===== config.mk =====
export PLATFORM = sky130hd
export DESIGN_NAME = irq_status_ctrl
export DESIGN_NICKNAME = d
export VERILOG_FILES = /design/src/rtl/isc_pkg.sv /design/src/rtl/isc_flag_bank.sv /design/src/rtl/isc_mask_reg.sv /design/src/rtl/isc_irq_gen.sv /design/src/rtl/irq_status_ctrl.sv
export SDC_FILE = /design/constraint.sdc
export NUM_CORES = 1
export LEC_CHECK = 0
export BUFFER_PORTS_ARGS = -buffer_cell sky130_fd_sc_hd__buf_2
export CORE_MARGIN = 5
export CORE_UTILIZATION = 34
export DETAILED_ROUTE_END_ITERATION = 8
export PLACE_DENSITY_LB_ADDON = 0.05
export SLEW_MARGIN = 25
export SYNTH_ARGS = -nofsm -noshare
export SYNTH_HDL_FRONTEND = slang
export SYNTH_SLANG_ARGS = --single-unit

===== constraint.sdc =====
create_clock -name clk -period 2.65 [get_ports clk]
set_clock_uncertainty 0.1 [all_clocks]
set_input_delay 0.53 -clock clk [delete_from_list [all_inputs] [get_ports clk]]
set_output_delay 0.53 -clock clk [all_outputs]
set_load 0.02 [all_outputs]

===== src/rtl/isc_pkg.sv =====
package isc_pkg;
  localparam int STAT_W     = 8;
  localparam int BIT_RI     = 7;
  localparam int BIT_EXCNAK = 4;
  localparam int BIT_RECON  = 3;
  localparam int BIT_NEWNID = 2;
  localparam int BIT_TA     = 0;
  localparam logic [STAT_W-1:0] IMPL_BITS =
    STAT_W'((1 << BIT_RI) | (1 << BIT_EXCNAK) | (1 << BIT_RECON) |
            (1 << BIT_NEWNID) | (1 << BIT_TA));
endpackage


===== src/rtl/isc_flag_bank.sv =====
module isc_flag_bank #(
  parameter int W = 8,
  parameter logic [W-1:0] IMPL = '1
) (
  input  logic         clk,
  input  logic         rst,
  input  logic [W-1:0] set_i,
  input  logic [W-1:0] clr_i,
  output logic [W-1:0] flags_o
);
  for (genvar i = 0; i < W; i++) begin : g_bit
    if (IMPL[i]) begin : g_impl
      logic q;
      always_ff @(posedge clk) begin
        if (rst) q <= 1'b0;
        else     q <= set_i[i] | (q & ~clr_i[i]);
      end
      assign flags_o[i] = q;
    end else begin : g_none
      assign flags_o[i] = 1'b0;
    end
  end
endmodule


===== src/rtl/isc_mask_reg.sv =====
module isc_mask_reg #(
  parameter int W = 8,
  parameter logic [W-1:0] IMPL = '1
) (
  input  logic         clk,
  input  logic         rst,
  input  logic         we_i,
  input  logic [W-1:0] wdata_i,
  output logic [W-1:0] mask_o
);
  logic [W-1:0] mask_q;
  always_ff @(posedge clk) begin
    if (rst)       mask_q <= '0;
    else if (we_i) mask_q <= wdata_i & IMPL;
  end
  assign mask_o = mask_q;
endmodule


===== src/rtl/isc_irq_gen.sv =====
module isc_irq_gen #(
  parameter int W = 8
) (
  input  logic         clk,
  input  logic         rst,
  input  logic [W-1:0] flags_i,
  input  logic [W-1:0] mask_i,
  output logic         irq_o
);
  logic irq_q;
  always_ff @(posedge clk) begin
    if (rst) irq_q <= 1'b0;
    else     irq_q <= |(flags_i & mask_i);
  end
  assign irq_o = irq_q;
endmodule


===== src/rtl/irq_status_ctrl.sv =====
module irq_status_ctrl
  import isc_pkg::*;
#(
  parameter int W = STAT_W
) (
  input  logic         clk,
  input  logic         rst,
  input  logic         mask_we,
  input  logic [W-1:0] mask_wdata,
  input  logic         ev_ri,
  input  logic         ev_ta,
  input  logic         ev_recon,
  input  logic         ev_excnak,
  input  logic         ev_newnid,
  input  logic         cmd_rx_en,
  input  logic         cmd_tx_start,
  input  logic         cmd_clr_flags,
  input  logic         cmd_por_clr,
  input  logic         nid_rd,
  output logic [W-1:0] status,
  output logic         irq
);
  localparam logic [W-1:0] IMPL = W'(IMPL_BITS);

  logic [W-1:0] set_vec;
  logic [W-1:0] clr_vec;
  logic [W-1:0] flags;
  logic [W-1:0] mask_q;

  always_comb begin
    set_vec = '0;
    clr_vec = '0;
    set_vec[BIT_RI]     = ev_ri;
    set_vec[BIT_TA]     = ev_ta;
    set_vec[BIT_RECON]  = ev_recon;
    set_vec[BIT_EXCNAK] = ev_excnak;
    set_vec[BIT_NEWNID] = ev_newnid;
    clr_vec[BIT_RI]     = cmd_rx_en;
    clr_vec[BIT_TA]     = cmd_tx_start;
    clr_vec[BIT_RECON]  = cmd_clr_flags;
    clr_vec[BIT_EXCNAK] = cmd_por_clr;
    clr_vec[BIT_NEWNID] = nid_rd;
  end

  isc_flag_bank #(.W(W), .IMPL(IMPL)) u_flags (
    .clk(clk), .rst(rst), .set_i(set_vec), .clr_i(clr_vec), .flags_o(flags)
  );

  isc_mask_reg #(.W(W), .IMPL(IMPL)) u_mask (
    .clk(clk), .rst(rst), .we_i(mask_we), .wdata_i(mask_wdata), .mask_o(mask_q)
  );

  isc_irq_gen #(.W(W)) u_irq (
    .clk(clk), .rst(rst), .flags_i(flags), .mask_i(mask_q), .irq_o(irq)
  );

  assign status = flags;
endmodule


Word-level counts from Yosys, hierarchy flattened
Index checks and enable logic that the tools add are counted.
- register bits after elaboration: 11
- output and inout port bits: 9
- logic and storage cells: 24
- bitwise operators: 16
- reduce and logical (&&, ||, !) cells: 1
- operator list (operator ; number):
    $and A8 B8 Y8 ; 1
    $reduce_or A8 Y1 ; 1
    $and A1 B1 Y1 ; 5
    $not A1 Y1 ; 5
    $or A1 B1 Y1 ; 5

Depth between registers and ports, before layout
Gate-level depths: netlist of the first run.
- depth after elaboration: 3
- gate-level depth with buffers: 3
- mapped depth without buffers: 2

By module
Synthesis of the first run repeated with hierarchy kept, for this count alone.
- cells, all modules: 56
- area, all modules: 508.0 um2
- modules (own cells, without submodules) (module ; instances ; cells each ; area each (um2) ; sequential area each (um2)):
    isc_flag_bank ; 1 ; 29 ; 239.0 ; 100.1
    isc_mask_reg ; 1 ; 20 ; 206.4 ; 100.1
    isc_irq_gen ; 1 ; 6 ; 58.8 ; 20.0
    irq_status_ctrl ; 1 ; 1 ; 3.8 ; 0.0

Worst setup path before layout of the first run
No wires, ideal clock.
- path type: flip-flop to output port
- from: reg u_flags.g_bit[7].g_impl.q
- to: out status[7]
- arrival time: 458 ps
- required time: 2020 ps
- setup slack: 1562 ps
- cell stages (with the launch flop): 2
- buffers on the path: 1
- cells stage by stage: dfxtp_1 buf_4
- RTL lines (element ; RTL line ; RTL):
    start, declared ; isc_flag_bank.sv:13 ; logic q;
    start signal, assigned ; isc_flag_bank.sv:16 ; else q <= set_i[i] | (q & ~clr_i[i]);
    end, declared ; irq_status_ctrl.sv:20 ; output logic [W-1:0] status,
No word-level cell between the ends.

Worst setup path after layout of the first run
- from: reg u_flags.g_bit[2].g_impl.q
- to: out status[2]
- RTL lines (element ; RTL line):
    start, declared ; isc_flag_bank.sv:13
    start signal, assigned ; isc_flag_bank.sv:16
No word-level cell between the ends.

==> results of run 1 <==
layout by cell type (no fill, tap or decap):
| cell type | synthesis | final |
|---|---|---|
| buf_2 | 1 | 23 |
| a21oi_1 | 6 | 6 |
| nand2b_1 | 5 | 5 |
| clkbuf_1 | 0 | 1 |
| a222oi_1 | 1 | 1 |
| a22oi_1 | 1 | 1 |
| dfxtp_1 | 11 | 11 |
| inv_1 | 5 | 5 |
| mux2i_1 | 5 | 5 |
| conb_1 | 1 | 3 |
| clkbuf_4 | 0 | 3 |
| nor2_1 | 5 | 5 |
final cells by class:
type	count	area [µm²]	area share (%)
sequential	11	220	39.5
tap	15	18.8	3.36
clock buffer	4	26.3	4.71
timing repair buffer	23	115	20.6
multi-input combinational	26	159	28.5
inverter	5	18.8	3.36
logic make-up (layout without fill, tap and decap cells):
group,count (synthesis),after routing
other cells,1,3
compound gates,8,8
mux,5,5
simple gates,10,10
buf+inv,15,32
flops,11,11
metrics by stage:
step	power [mW]	setup slack, ps	utilization (%)	cell area (µm²)	std cells
final	0.341	1220	42.9	558	84
after global routing	0.361	1180	42.9	558	84
after CTS	0.348	1200	42.9	558	84
after detailed placement	0.234	1470	40.9	532	80
after global placement	0.234	1470	40.9	532	80
after floorplan	0.224	1560	-	470	52
path summary, 6_finish.rpt:
path | from | endpoint | slack [ps] | depth (start not counted)
worst max-delay path | u_flags.g_bit[2].g_impl.q | status[2] | 1220 | 1
worst min-delay path | u_flags.g_bit[4].g_impl.q | u_flags.g_bit[4].g_impl.q | 390 | 2
worst max register to register | u_flags.g_bit[0].g_impl.q | u_irq.irq_o | 1640 | 2
worst min register to register | u_flags.g_bit[4].g_impl.q | u_flags.g_bit[4].g_impl.q | 390 | 2
sequential cells by signal, summed over array words and instances, names as in the netlist:
name and count:
u_flags.g_bit.g_impl.q 5, u_mask.mask_o 5, u_irq.irq_o 1
metal layers:
metal	global-route usage (%)	vias to the layer above
met5	0	-
met1	11.3	133
met2	11.4	20
met3	5.75	0
li1	-	189
met4	1.66	0
Yosys cell counts, drive strengths merged:
cell type / count
nor2: 5
a222oi: 1
inv: 5
nand2b: 5
mux2i: 5
a22oi: 1
dfxtp: 11
a21oi: 6
buf: 10
conb: 1
power by group through the flow:
stage | clock network, mW | logic [mW] | registers (mW)
floorplan | 0 | 0.0389 | 0.186
global placement | 0 | 0.0481 | 0.186
detailed placement | 0 | 0.0483 | 0.186
CTS | 0.118 | 0.0486 | 0.182
global route | 0.125 | 0.0533 | 0.183
finish | 0.111 | 0.0479 | 0.182
==> metrics.csv, run 1 <==
metric,value,unit
fillCellCount,147,
syn_inst,50,
drive_gt1_share,37.7,%
crit_slowest_cell,dfxtp_1,
p_leak,0.297,nW
critPathMaxStageDelay,360,ps
hold_viol_final,0,
portBuffers,23,
post-cts-setup-buffer-count,0,
drt-total-wl,879,µm
hold_path.class,reg -> reg,
crit_chain,buf_2,
rows,13,
met3_length,122,µm
whs,393,ps
gr-total-overflow,0,
grt_pass1_vias,299,
ys_seq_area_share,47.6,%
rsz0062_at_grt,no,
vias,342,
setup_tns,0,ps
p_per_area,610,mW/mm²
grt_usage,8.48,%
ys_top_cells_by_area,"dfxtp_1 (48%), buf_4 (15%), mux2i_1 (11%)",
p_sw,84.6,µW
status,completed,
drtAntennaViolNets,0,
die-area,0.00220,mm²
cp-start-kind,flop,
synth_xor_area_share,0,%
yosysWarnings,0,
core_area,0.00130,mm²
max_freq,699,MHz
cts_tree,yes,
grt_max_degree,12,
synth.avg_cell_area,9.26,µm²
ctsHoldBuffers,0,
crit_required,2020,ps
synthAdderAreaFrac,0,%
drt-pass1-iter-count,4,
cap_violations,0,
p_seq_share,53.3,%
slew_violations,0,
synth-compound-area-share,10.3,%
setup_violations,0,
cp.arrival,800,ps
drcViolationCount,0,
synth_top_family_by_area,buffers and inverters,
cts_resized,0,
synthDominantCellAreaShare,47.6,%
yosysTopAreaCell,dfxtp_1,
syn2layout_area_growth,20.5,%
path_class,reg -> out,
clock_path_buffers,2,
crit_path_max_fanout,3,
wl_met1,407,µm
synth_mux_area_share,10.8,%
synth_seq_cells,11,
dieHeight,46.9,µm
crit_family,flip-flops,
layout_min_cycle_time,1430,ps
nets,91,
cts.clk_slew.worst_paths,60,ps
vias_per_cell,4.07,
pin_count,30,
critPathBufInv,1,
grt_pass1_wl,1.29,mm
htreeDepth,1,
drt_iter0_drc,2,
yosysUniqueCellTypes,11,
pwr-share-clk,32.6,%
root_buffer,clkbuf_4,
num_antenna_cells,0,
numCtsBuffers,3,
p_int,256,µW
initial_utilization,35.6,%
clk-insertion-delay-late,260,ps
end_kind,primary output,
switching_share,24.8,%
dr_wl_met2,348,µm
gp_congestion,0.595,
fp.dieW,46.9,µm
p_comb_share,14.1,%
wl_per_cell,10.5,µm
cts_sinks,11,
syn_area,463,µm²
yosys.area_share.simple,10.8,%
irDropWorstVdd,0.000341,V
dp_hpwl,700,µm
antenna_found_initial,0,
fin_crit_sh,54.0,%
top_layer_used,met3,
Power figures use the tool's default switching activity.
==> inputs of run 2 (changes only) <==
==> constraint.sdc (replaced) <==
create_clock -name clk -period 1.39 [get_ports clk]
set_clock_uncertainty 0.1 [all_clocks]
set_input_delay 0.278 -clock clk [delete_from_list [all_inputs] [get_ports clk]]
set_output_delay 0.278 -clock clk [all_outputs]
set_load 0.02 [all_outputs]
==> metrics.csv, run 2 (synthesis results as in run 1) <==
metric,value,unit,change
syn2layout_area_growth,20.5,%,unchanged
whs,146,ps,was 393 ps
drt-total-wl,826,µm,was 879 µm
irDropWorstVdd,0.000461,V,was 0.000341 V
num_antenna_cells,0,,unchanged
status,completed,,unchanged
crit_path_max_fanout,3,,unchanged
portBuffers,23,,unchanged
worstHoldStart,ev_recon,,was u_flags.g_bit[4].g_impl.q
slew_violations,0,,unchanged
drive_gt1_share,37.7,%,unchanged
antenna_found_initial,0,,unchanged
ctsHoldBuffers,0,,unchanged
cts_resized,0,,unchanged
setup_tns,0,ps,unchanged
hold_viol_final,0,,unchanged
clk-insertion-delay-late,250,ps,was 260 ps
gr-total-overflow,0,,unchanged
gp_congestion,0.594,,was 0.595
rows,13,,unchanged
grt_usage,7.86,%,was 8.48%
drcViolationCount,0,,unchanged
core_area,0.00130,mm²,unchanged
drtAntennaViolNets,0,,unchanged
vias_per_cell,4.10,,was 4.07
rrSetupSlack,410,ps,was 1640 ps
fin_cells,84,,unchanged
final_common_cell,buf_2,,unchanged
grt_pass1_vias,300,,was 299
regArea,220,µm²,unchanged
layout_min_cycle_time,1170,ps,
dieHeight,46.9,µm,unchanged
fin_crit_sh,84.0,%,
drt_iter0_drc,3,,was 2
setup_violations,0,,unchanged
root_buffer,clkbuf_4,,unchanged
layout_common_cells,"buf_2 (23), dfxtp_1 (11), a21oi_1 (6)",,unchanged
hold_path.class,in -> reg,,was reg -> reg
worst_hold_path.num_cells,3,,was 2
power,639,µW,was 341 µW
crit_slowest_cell,dfxtp_1,,unchanged
multi_input_area,159,µm²,unchanged
numCtsBuffers,3,,unchanged
vias,344,,was 342
crit_required,1010,ps,was 2020 ps
wl_per_cell,9.83,µm,was 10.5 µm
dp_hpwl,695,µm,was 700 µm
cp-start-kind,flop,,unchanged
cap_violations,0,,unchanged
drt-pass1-iter-count,4,,unchanged
crit_family,flip-flops,,unchanged
end_kind,primary output,,unchanged
dp.cells,80,,unchanged
htreeDepth,1,,unchanged
pin_count,30,,unchanged
fillCellCount,145,,was 147
grt_pass1_wl,1.21,mm,was 1.29 mm
min_delay_worst_endpoint,u_flags.g_bit[3].g_impl.q,,was u_flags.g_bit[4].g_impl.q
p_per_area,1140,mW/mm²,was 610 mW/mm²
cts_tree,yes,,unchanged
pre_cts_ws,403,ps,was 1470 ps
cts_sinks,11,,unchanged
rsz0062_at_grt,no,,unchanged
max_freq,857,MHz,
cp.arrival,790,ps,was 800 ps
r2r_end,u_irq.irq_o,,unchanged
die-area,0.00220,mm²,unchanged
critPathBufInv,1,,unchanged
cts.clk_slew.worst_paths,60,ps,about the same
crit_chain,buf_2,,unchanged
initial_utilization,35.6,%,unchanged
grt_max_degree,12,,unchanged
clock_path_buffers,2,,unchanged
post-cts-setup-buffer-count,0,,unchanged
critPathMaxStageDelay,360,ps,about the same
nets,91,,unchanged
path_class,reg -> out,,unchanged
p_leak,0.297,nW,unchanged
setup_ws,223,ps,was 1220 ps
r2r_cells,2,,unchanged
fp.dieW,46.9,µm,unchanged
r2r_start,u_flags.g_bit[0].g_impl.q,,unchanged
## run 2: metal layers
layer,global-route usage (%),share of wire (%),up-vias
li1,-,-,186
met1,11.1,47,140
met2,10.3,41,18
met3,2.30,12,0
met4,4.97,0,0
met5,0,0,-
## run 2: where the power goes
| group | switching (mW) | internal, mW | total (mW) |
|---|---|---|---|
| registers | 0.0113 | 0.335 | 0.347 |
| clock network | 0.0906 | 0.111 | 0.201 |
| logic | 0.0488 | 0.0420 | 0.0908 |
| total | 0.151 | 0.488 | 0.639 |
## run 2: worst max-delay path by stage
stage                                   start           to  slack [ps]  cells past startpoint
floorplan           u_flags.g_bit[0].g_impl.q  u_irq.irq_o         470                      2
global placement    u_flags.g_bit[0].g_impl.q  u_irq.irq_o         400                      2
detailed placement  u_flags.g_bit[0].g_impl.q  u_irq.irq_o         400                      2
CTS                 u_flags.g_bit[2].g_impl.q    status[2]         210                      1
global route        u_flags.g_bit[3].g_impl.q    status[3]         190                      1
finish              u_flags.g_bit[2].g_impl.q    status[2]         220                      1
## run 2: per-stage QoR
stage               util (%)  instance area (µm²)
global route            42.9                  558
detailed placement      40.9                  532
floorplan                  -                  470
finish                  42.9                  558
global placement        40.9                  532
CTS                     42.9                  558
## run 2: area by class of cell
| type | count | area share, % |
|---|---|---|
| Sequential cell | 11 | 39.5 |
| Multi-Input combinational cell | 26 | 28.5 |
| Timing Repair Buffer | 23 | 20.6 |
| Clock buffer | 4 | 4.71 |
| Inverter | 5 | 3.36 |
| Tap cell | 15 | 3.36 |
